[src/rtl/uart_brk_rx_pkg.sv]
`timescale 1ns/1ps
package uart_brk_rx_pkg;

  typedef enum logic [2:0] {
    ST_HUNT  = 3'd0,
    ST_IDLE  = 3'd1,
    ST_START = 3'd2,
    ST_DATA  = 3'd3,
    ST_PAR   = 3'd4,
    ST_STOP  = 3'd5,
    ST_BRK   = 3'd6
  } rx_state_e;

  localparam logic [1:0] PAR_NONE = 2'b00;
  localparam logic [1:0] PAR_EVEN = 2'b01;
  localparam logic [1:0] PAR_ODD  = 2'b10;

endpackage

[src/rtl/uart_brk_rx_sync.sv]
`timescale 1ns/1ps
module uart_brk_rx_sync #(
  parameter int STAGES = 2
) (
  input  logic clk,
  input  logic rst,
  input  logic din,
  output logic dout
);
  localparam int N = (STAGES < 2) ? 2 : STAGES;

  logic [N-1:0] sr;

  always_ff @(posedge clk) begin
    if (rst) sr <= '1;
    else     sr <= {sr[N-2:0], din};
  end

  assign dout = sr[N-1];
endmodule

[src/rtl/uart_brk_rx_frame.sv]
`timescale 1ns/1ps
module uart_brk_rx_frame
  import uart_brk_rx_pkg::*;
#(
  parameter int DATA_MAX = 14,
  parameter int OVS      = 16,
  parameter int BITS_W   = 4,
  parameter int CT_W     = 9
) (
  input  logic                clk,
  input  logic                rst,
  input  logic                en,
  input  logic                tick,
  input  logic                rxd,
  input  logic [BITS_W-1:0]   bits,
  input  logic                par_on,
  input  logic                par_odd,
  input  logic                two_stop,
  input  logic [CT_W-1:0]     char_ticks,
  output logic                char_vld,
  output logic [DATA_MAX-1:0] char_data,
  output logic                char_ferr,
  output logic                char_perr,
  output logic                brk_char,
  output logic                brk_done,
  output logic                line_idle
);
  localparam int CNT_W = $clog2(OVS);
  localparam logic [CNT_W-1:0] HALF_M1 = CNT_W'(OVS / 2 - 1);
  localparam logic [CNT_W-1:0] FULL_M1 = CNT_W'(OVS - 1);

  rx_state_e           st;
  logic [CNT_W-1:0]    os;
  logic [BITS_W-1:0]   bcnt;
  logic [DATA_MAX-1:0] sh;
  logic                par_acc;
  logic                zero;
  logic                stop_idx;
  logic                stop1_q;
  logic                perr_q;
  logic [CT_W-1:0]     bt;

  logic sample;
  logic s1;
  logic last_stop;
  assign sample    = tick && (os == FULL_M1);
  assign s1        = stop_idx ? stop1_q : rxd;
  assign last_stop = stop_idx || !two_stop;
  assign line_idle = (st == ST_IDLE) && rxd;

  always_ff @(posedge clk) begin
    if (rst || !en) begin
      st        <= ST_HUNT;
      os        <= '0;
      bcnt      <= '0;
      sh        <= '0;
      par_acc   <= 1'b0;
      zero      <= 1'b1;
      stop_idx  <= 1'b0;
      stop1_q   <= 1'b1;
      perr_q    <= 1'b0;
      bt        <= '0;
      char_vld  <= 1'b0;
      char_data <= '0;
      char_ferr <= 1'b0;
      char_perr <= 1'b0;
      brk_char  <= 1'b0;
      brk_done  <= 1'b0;
    end else begin
      char_vld <= 1'b0;
      brk_char <= 1'b0;
      brk_done <= 1'b0;
      if (tick) begin
        unique case (st)
          ST_HUNT: if (rxd) st <= ST_IDLE;
          ST_IDLE: begin
            if (!rxd) begin
              st <= ST_START;
              os <= '0;
            end
          end
          ST_START: begin
            if (os == HALF_M1) begin
              os <= '0;
              if (!rxd) begin
                st       <= ST_DATA;
                bcnt     <= '0;
                sh       <= '0;
                par_acc  <= 1'b0;
                zero     <= 1'b1;
                perr_q   <= 1'b0;
                stop_idx <= 1'b0;
              end else begin
                st <= ST_IDLE;
              end
            end else begin
              os <= os + 1'b1;
            end
          end
          ST_DATA: begin
            if (sample) begin
              os      <= '0;
              sh      <= {rxd, sh[DATA_MAX-1:1]};
              par_acc <= par_acc ^ rxd;
              zero    <= zero & ~rxd;
              if (bcnt == bits - 1'b1) st <= par_on ? ST_PAR : ST_STOP;
              else                     bcnt <= bcnt + 1'b1;
            end else begin
              os <= os + 1'b1;
            end
          end
          ST_PAR: begin
            if (sample) begin
              os     <= '0;
              zero   <= zero & ~rxd;
              perr_q <= (par_acc ^ rxd) != par_odd;
              st     <= ST_STOP;
            end else begin
              os <= os + 1'b1;
            end
          end
          ST_STOP: begin
            if (sample) begin
              os <= '0;
              if (last_stop) begin
                if (zero && !s1) begin
                  brk_char <= 1'b1;
                  bt       <= '0;
                  st       <= ST_BRK;
                end else begin
                  char_vld  <= 1'b1;
                  char_data <= sh >> (BITS_W'(DATA_MAX) - bits);
                  char_ferr <= !s1;
                  char_perr <= perr_q;
                  st        <= ST_IDLE;
                end
              end else begin
                stop_idx <= 1'b1;
                stop1_q  <= rxd;
              end
            end else begin
              os <= os + 1'b1;
            end
          end
          ST_BRK: begin
            if (rxd) begin
              brk_done <= 1'b1;
              st       <= ST_IDLE;
            end else if (bt == char_ticks - 1'b1) begin
              bt       <= '0;
              brk_char <= 1'b1;
            end else begin
              bt <= bt + 1'b1;
            end
          end
          default: st <= ST_HUNT;
        endcase
      end
    end
  end
endmodule

[src/rtl/uart_brk_rx_brk.sv]
`timescale 1ns/1ps
module uart_brk_rx_brk #(
  parameter int BRK_W = 8
) (
  input  logic             clk,
  input  logic             rst,
  input  logic             en,
  input  logic             brk_char,
  input  logic             brk_done,
  output logic             brk_end,
  output logic [BRK_W-1:0] brk_count
);
  logic [BRK_W-1:0] cnt;

  always_ff @(posedge clk) begin
    if (rst || !en) begin
      cnt       <= '0;
      brk_end   <= 1'b0;
      brk_count <= '0;
    end else begin
      brk_end <= 1'b0;
      if (brk_done) begin
        brk_end   <= 1'b1;
        brk_count <= cnt;
        cnt       <= '0;
      end else if (brk_char && (cnt != '1)) begin
        cnt <= cnt + 1'b1;
      end
    end
  end
endmodule

[src/rtl/uart_brk_rx_idle.sv]
`timescale 1ns/1ps
module uart_brk_rx_idle #(
  parameter int IDLE_W = 16,
  parameter int CT_W   = 9
) (
  input  logic              clk,
  input  logic              rst,
  input  logic              en,
  input  logic              tick,
  input  logic              line_idle,
  input  logic              char_seen,
  input  logic [CT_W-1:0]   char_ticks,
  input  logic              to_en,
  input  logic [IDLE_W-1:0] to_load,
  output logic              idle_pulse,
  output logic              close
);
  logic [CT_W-1:0]   it_cnt;
  logic [IDLE_W-1:0] timer;
  logic              idle_hit;

  assign idle_hit = line_idle && tick && (it_cnt == char_ticks - 1'b1);

  always_ff @(posedge clk) begin
    if (rst || !en) begin
      it_cnt     <= '0;
      idle_pulse <= 1'b0;
    end else begin
      idle_pulse <= idle_hit;
      if (!line_idle || idle_hit) it_cnt <= '0;
      else if (tick)              it_cnt <= it_cnt + 1'b1;
    end
  end

  always_ff @(posedge clk) begin
    if (rst || !en) begin
      timer <= '0;
      close <= 1'b0;
    end else begin
      close <= 1'b0;
      if (char_seen) begin
        timer <= to_load;
      end else if (idle_hit && (timer != '0)) begin
        timer <= timer - 1'b1;
        close <= to_en && (timer == IDLE_W'(1));
      end
    end
  end
endmodule

[src/rtl/uart_brk_rx.sv]
`timescale 1ns/1ps
module uart_brk_rx
  import uart_brk_rx_pkg::*;
#(
  parameter int DATA_MAX    = 14,
  parameter int DATA_MIN    = 5,
  parameter int OVS         = 16,
  parameter int SYNC_STAGES = 2,
  parameter int IDLE_W      = 16,
  parameter int BRK_W       = 8
) (
  input  logic                               clk,
  input  logic                               rst,
  input  logic                               enable,
  input  logic                               tick16,
  input  logic                               rxd,
  input  logic [$clog2(DATA_MAX+1)-1:0]      cfg_data_bits,
  input  logic [1:0]                         cfg_parity,
  input  logic                               cfg_two_stop,
  input  logic                               idle_to_en,
  input  logic [IDLE_W-1:0]                  idle_to_load,
  output logic                               rx_valid,
  output logic [DATA_MAX-1:0]                rx_data,
  output logic                               rx_frame_err,
  output logic                               rx_par_err,
  output logic                               brk_end,
  output logic [BRK_W-1:0]                   brk_count,
  output logic                               idle_det,
  output logic                               buf_close
);
  localparam int BITS_W = $clog2(DATA_MAX + 1);
  localparam int CT_W   = $clog2(OVS * (DATA_MAX + 4) + 1);

  logic              rxd_s;
  logic [BITS_W-1:0] bits_eff;
  logic              par_on;
  logic              par_odd;
  logic [CT_W-1:0]   char_ticks;
  logic              brk_char;
  logic              brk_done;
  logic              line_idle;

  always_comb begin
    if (cfg_data_bits < BITS_W'(DATA_MIN))      bits_eff = BITS_W'(DATA_MIN);
    else if (cfg_data_bits > BITS_W'(DATA_MAX)) bits_eff = BITS_W'(DATA_MAX);
    else                                        bits_eff = cfg_data_bits;
  end

  assign par_on     = (cfg_parity == PAR_EVEN) || (cfg_parity == PAR_ODD);
  assign par_odd    = (cfg_parity == PAR_ODD);
  assign char_ticks = CT_W'(OVS) * (CT_W'(bits_eff) + CT_W'(par_on)
                                    + (cfg_two_stop ? CT_W'(3) : CT_W'(2)));

  uart_brk_rx_sync #(.STAGES(SYNC_STAGES)) u_sync (
    .clk (clk),
    .rst (rst),
    .din (rxd),
    .dout(rxd_s)
  );

  uart_brk_rx_frame #(
    .DATA_MAX(DATA_MAX),
    .OVS     (OVS),
    .BITS_W  (BITS_W),
    .CT_W    (CT_W)
  ) u_frame (
    .clk       (clk),
    .rst       (rst),
    .en        (enable),
    .tick      (tick16),
    .rxd       (rxd_s),
    .bits      (bits_eff),
    .par_on    (par_on),
    .par_odd   (par_odd),
    .two_stop  (cfg_two_stop),
    .char_ticks(char_ticks),
    .char_vld  (rx_valid),
    .char_data (rx_data),
    .char_ferr (rx_frame_err),
    .char_perr (rx_par_err),
    .brk_char  (brk_char),
    .brk_done  (brk_done),
    .line_idle (line_idle)
  );

  uart_brk_rx_brk #(.BRK_W(BRK_W)) u_brk (
    .clk      (clk),
    .rst      (rst),
    .en       (enable),
    .brk_char (brk_char),
    .brk_done (brk_done),
    .brk_end  (brk_end),
    .brk_count(brk_count)
  );

  uart_brk_rx_idle #(.IDLE_W(IDLE_W), .CT_W(CT_W)) u_idle (
    .clk       (clk),
    .rst       (rst),
    .en        (enable),
    .tick      (tick16),
    .line_idle (line_idle),
    .char_seen (rx_valid | brk_char),
    .char_ticks(char_ticks),
    .to_en     (idle_to_en),
    .to_load   (idle_to_load),
    .idle_pulse(idle_det),
    .close     (buf_close)
  );
endmodule

[config.mk]
export PLATFORM = sky130hd
export DESIGN_NAME = uart_brk_rx
export DESIGN_NICKNAME = d
export VERILOG_FILES = /design/src/rtl/uart_brk_rx_pkg.sv /design/src/rtl/uart_brk_rx_sync.sv /design/src/rtl/uart_brk_rx_frame.sv /design/src/rtl/uart_brk_rx_brk.sv /design/src/rtl/uart_brk_rx_idle.sv /design/src/rtl/uart_brk_rx.sv
export SDC_FILE = /design/constraint.sdc
export NUM_CORES = 1
export LEC_CHECK = 0
export ABC_AREA = 1
export ABC_CLOCK_PERIOD_IN_PS = 6660
export BUFFER_PORTS_ARGS = -buffer_cell sky130_fd_sc_hd__buf_4
export CAP_MARGIN = 20
export CELL_PAD_IN_SITES_DETAIL_PLACEMENT = 0
export CELL_PAD_IN_SITES_GLOBAL_PLACEMENT = 1
export CORE_MARGIN = 2
export CORE_UTILIZATION = 46
export CTS_CLUSTER_DIAMETER = 40
export DETAILED_ROUTE_END_ITERATION = 10
export PLACE_DENSITY_LB_ADDON = 0.1
export SYNTH_ARGS = -nofsm -noshare
export SYNTH_HDL_FRONTEND = slang
export SYNTH_SLANG_ARGS = --single-unit
export TNS_END_PERCENT = 20
[constraint.sdc]
create_clock -name clk -period 6.66 [get_ports clk]
set_input_delay 0.999 -clock clk [delete_from_list [all_inputs] [get_ports clk]]
set_output_delay 0.999 -clock clk [all_outputs]
set_load 0.02 [all_outputs]
After elaboration in Yosys (flattened, before gate mapping)
Index checks and enable logic that the tools add are counted.
- flip-flop bits (word level): 104
- logic and storage cells: 181
- bits of input ports: 29
- magnitude comparators: 2
- shifts and indexed selects: 1
- reduce and logical (&&, ||, !) cells: 44
- equality and inequality tests: 30
- bitwise logic cells: 11
- add/sub/neg operators: 11
- multiplexer cells: 58
- operators with widths (operator ; number):
    $mux 9 ; 5
    $mux 14 ; 3
    $mux 16 ; 2
    $mux 4 ; 8
    $pmux 14 s2 ; 1
    $mux 3 ; 9
    $mux 1 ; 20
    $reduce_and 5->1 ; 4
    $add 9x1->9 const B ; 2
    $eq 9x9->1 ; 2
    $ne 2x1->1 const B ; 9
    $pmux 3 s6 ; 1
    $pmux 9 s2 ; 1
    $reduce_and 6->1 ; 3
    $eq 16x1->1 const B ; 1
    $reduce_bool 16->1 ; 1
    $sub 16x1->16 const B ; 1
    $shr 14x4->14 ; 1
    $pmux 4 s3 ; 1
    $reduce_bool 2->1 ; 6
    $ne 2x2->1 const B ; 5
    $pmux 1 s2 ; 5
    $reduce_or 2->1 ; 5
    $eq 3x3->1 const B ; 3
    34 further kinds ; 58

Depth between registers and ports, before layout
- depth after elaboration: 11
- depth in mapped cells: 20

Cells and area by module
Synthesis repeated with hierarchy kept, for this count alone.
- cell total of the unflattened synthesis: 1033
- area, all modules: 6601.3 sq um
- modules (own cells, without submodules) (module ; cells an instance ; times used ; area each (sq um)):
    uart_brk_rx_frame ; 577 ; 1 ; 3632.2
    uart_brk_rx_idle ; 312 ; 1 ; 1978.1
    uart_brk_rx_brk ; 109 ; 1 ; 769.5
    uart_brk_rx ; 28 ; 1 ; 162.7
    uart_brk_rx_sync ; 7 ; 1 ; 58.8

Worst setup path before layout
Ideal clock, no wire load.
- path type: input-to-reg
- start point: input cfg_data_bits[1]
- end point: register u_idle.timer[10]
- library setup time: 0.115 ns
- required time: 6.545 ns
- stages on the path: 19
- arrival time: 3.651 ns
- path slack: 2.894 ns
- path through: inv_1 o21ai_1 nand2_1 buf_2 inv_1 fa_1 ha_1 ha_1 nand2_1 inv_1 nor2_1 nand3_1 nor2_1 nand3_1 nor2_2 nand3_2 buf_4 a21oi_1 nor2_1
- cells in the longest elaborated chain, start to end: 10
- elaborated cells between the ends (all ways): 11
- ends and longest elaborated chain (what ; RTL line ; text):
    start, declared ; uart_brk_rx.sv:17 ; input logic [$clog2(DATA_MAX+1)-1:0] cfg_data_bits,
    $gt 4x4->1 ; uart_brk_rx.sv:45 ; else if (cfg_data_bits > BITS_W'(DATA_MAX)) bits_eff = BITS_W'(DATA_MAX);
    $mux 4 ; uart_brk_rx.sv:45 ;
    $mux 4 * ; uart_brk_rx.sv:44 ; if (cfg_data_bits < BITS_W'(DATA_MIN)) bits_eff = BITS_W'(DATA_MIN);
    $add 4x1->5 * ; uart_brk_rx.sv:51 ; assign char_ticks = CT_W'(OVS) * (CT_W'(bits_eff) + CT_W'(par_on)
    $add 5x2->5 * ; uart_brk_rx.sv:52 ; + (cfg_two_stop ? CT_W'(3) : CT_W'(2)));
    $sub 9x1->9 * ; uart_brk_rx_idle.sv:22 ; assign idle_hit = line_idle && tick && (it_cnt == char_ticks - 1'b1);
    $eq 9x9->1 * ; uart_brk_rx_idle.sv:22 ;
    $logic_and 1x1->1 * ; uart_brk_rx_idle.sv:22 ;
    $logic_and 1x1->1 * ; uart_brk_rx_idle.sv:43 ; end else if (idle_hit && (timer != '0)) begin
    $reduce_bool 2->1 (no line) * ; - ;
    end signal, assigned ; uart_brk_rx_idle.sv:42 ; timer <= to_load;
    end signal, assigned ; uart_brk_rx_idle.sv:44 ; timer <= timer - 1'b1;
    end, declared ; uart_brk_rx_idle.sv:19 ; logic [IDLE_W-1:0] timer;
Mark *: on every way between the ends. The rest lies on a longest branch, timed or not.
A chain may end at the register's enable or synchronous reset.

Worst setup path after layout
- start point: input cfg_data_bits[3]
- end point: register u_idle.timer[9]
The elaborated chain is that of the path after synthesis.

==> metrics <==
post-synthesis cell count=911; Chip Width=118 um; clock root buffer=clkbuf_16; fmax=0.209 GHz; R2R Path End=u_frame.char_data[10]; cell chain of the critical path=buf_4, inv_1, o21ai_1, nand2_1, inv_1, fa_1, ha_1, ha_1, nand2_1, inv_1, nor2_1, nand3_1, nor2_1, nand3_1, nor2_2, nand3_2, a21oi_1, nor2_1; pin count of the biggest net entering global routing=50; biggest area consumer among synthesized cells=dfxtp_1; Port Buffers=56; DRC=0; clk_lat worst skew=0.36 ns; Async S/R FF share, synth=0%; HP Start=u_sync.sr[0]; CTS Buffer Depth=2; Total GRT Usage=21.5%; Die Area=13,900 um2; Post-synth top cells=nand2_1 (217), nor2_1 (115), dfxtp_1 (104); WL/cell=13.0 um; initial antenna violation count=0; syn_area_per_cell=6.55 um2; most common cell in the netlist=nand2_1; nature of the critical path endpoint=flop; Total Nets Final=994; min Tclk post-route=4.78 ns; routed via count=5,851; critical-path maximum fanout=33; ys flop type=dfxtp_1; CTS Buf Count=9; setup bufs post-CTS=0; synth top area cells=dfxtp_1 (35%), nand2_1 (14%), nand3_1 (7.8%), nor2_1 (7.2%), inv_1 (6.2%); Fin Setup TNS=0 ns; Pleak=0.00291 uW; synthesis-to-layout area growth=13.7%; post-DR vias/cell=5.18; worst hold path endpoint=u_sync.sr[1]; clk_skew=0.00978 ns; CP max stage cell=nand2_1; Clock Power Share=39.7%; crit path launch type=input pin; vias in the first global route=5,424; worst reg2reg startpoint=u_sync.sr[1]; internal power=948 uW; clk slew on worst S/H paths=0.07 ns; routability cong.=0.871; Post-CTS Hold Buffers=0; final hold vios=0; final core occ=53.6%; reg-to-reg setup timing slack=4.16 ns; synthesized cell area=5970 um2; post-route worst setup slack=1.88 ns; Worst Tran Pin Value=0.886 ns; drt initial violations=384; YS warnings=0; max_cap viols=0; Min-Delay Path Depth=1; # IOs=57; worst setup path class=in -> reg; Detail Route Antenna Nets=0; Power Dens Cells=195 nW/um2; Worst IR Drop VDD=0.101 mV; Final setup viols=0; sw frac=28.5%; H-Tree Level Count=3; Slew Limit Headroom=40.8%; DIE HEIGHT=118 um; pre-CTS setup slack=1.50 ns; share of the synthesized area in the top cell type=34.9%; Tot Pwr=1330 uW; initial core utilization=47.1%; share of cells above drive strength 1=10.7%; Min-Delay Path Class=reg -> reg; Sequential Power Share=47.4%; EDFF count, synth=0; CTS tree=done; R2R depth=8; Ant. Diodes=0; Cell variety after synth=44; P_sw=378 uW; synthesized flop and latch total=104; post-cts resize count=0; first-pass GRT wire length=25,000 um; cell row count=41; Mapped Nets=953; CP required=6.91 ns; Slowest Stage Delay on Critical Path=0.66 ns; Final period util=71.8%; final WL=14,600 um; part of the power in combinational logic=12.9%; total clock sinks=104; sequential share of the synthesized area=34.9%; grt total ovfl=0; final slew viol count=0; status=complete, no violations; Detailed Place HPWL=10,800 um; Worst EP arrival=5.03 ns; drt pass-1 iters=4; RSZ-0062 raised after global routing=no; Core Area=12,700 um2
critical path: cells and delay by family:
kind / cells / cell delay, ns
AOI/OAI and AO/OA: 2 / 0.43
adders and majority gates: 3 / 1.14
buffers and inverters: 4 / 0.57
and+or+nand+nor: 9 / 1.87
area by class of cell:
cell class / count / area [um2]
flip-flops and latches: 104 / 2080
well taps: 172 / 215
clock buffers: 10 / 229
repair buffers: 61 / 465
clock inverters: 6 / 62.6
inverters: 106 / 398
multi-input cells: 670 / 3340
fillers: 1347 / 5880
layout by cell type (no fill, tap or decap), drive strengths merged, types with 12 or more instances in the layout:
cell and count:
ha 12, inv 108, a211oi 15, xor2 20
nor2 120, buf 61, nand2 220, nand3 96
nor3 16, dfxtp 104, a21oi 63, o21ai 52
stage by stage:
| stage | hold WS (ns) | cells | area, um2 |
|---|---|---|---|
| finish | 0.423 | 1129 | 6790 |
| global route | 0.441 | 1129 | 6790 |
| CTS | 0.423 | 1128 | 6780 |
| detailed placement | 0.401 | 1112 | 6480 |
| global placement | 0.406 | 1112 | 6480 |
| floorplan | 0.389 | 911 | 5970 |
power by group through the flow:
| stage | clock [uW] | combinational, uW | sequential [uW] |
|---|---|---|---|
| after detailed placement | 0 | 169 | 643 |
| final | 527 | 171 | 628 |
| after floorplan | 0 | 125 | 642 |
| after global routing | 569 | 197 | 629 |
| after CTS | 541 | 170 | 628 |
| after global placement | 0 | 168 | 642 |
registers in the layout, indices dropped and copies added, names as in the netlist, 3 cells and up:
signal	count
u_idle.timer	16
u_frame.char_data	14
u_frame.sh	14
u_frame.bt	9
u_idle.it_cnt	9
u_brk.brk_count	8
u_brk.cnt	8
u_frame.bcnt	4
u_frame.os	4
u_frame.st	3
routing by layer:
layer,GRT usage (%),part of all wire (%),vias up
li1,-,-,3042
met1,29.3,49,2703
met5,0,0,-
met2,34.4,46,88
met4,8.06,1.6,0
met3,3.00,2.8,18
logic make-up (layout without fill, tap and decap cells):
kind of cell               count (synthesis)  in the layout  share of synthesized area [%]
AOI/OAI and AO/OA                        156            156                           15.0
buffers and inverters                    137            183                           9.24
xor gates and xnor gates                  28             28                           4.11
and+or+nand+nor                          473            473                           33.9
DFF                                      104            104                           34.9
adders and majority gates                 13             13                           2.85
worst max-delay path by stage:
stage	cells past startpoint	from	slack, ns	end
after floorplan	19	cfg_data_bits[1]	2.89	u_idle.timer[10]
after global placement	18	cfg_data_bits[3]	1.69	u_idle.timer[0]
after detailed placement	18	cfg_data_bits[3]	1.50	u_idle.timer[15]
after CTS	18	cfg_data_bits[3]	1.88	u_idle.timer[15]
after global routing	18	cfg_data_bits[3]	1.38	u_idle.timer[7]
final	18	cfg_data_bits[3]	1.88	u_idle.timer[9]
Power figures use the tool's default switching activity.
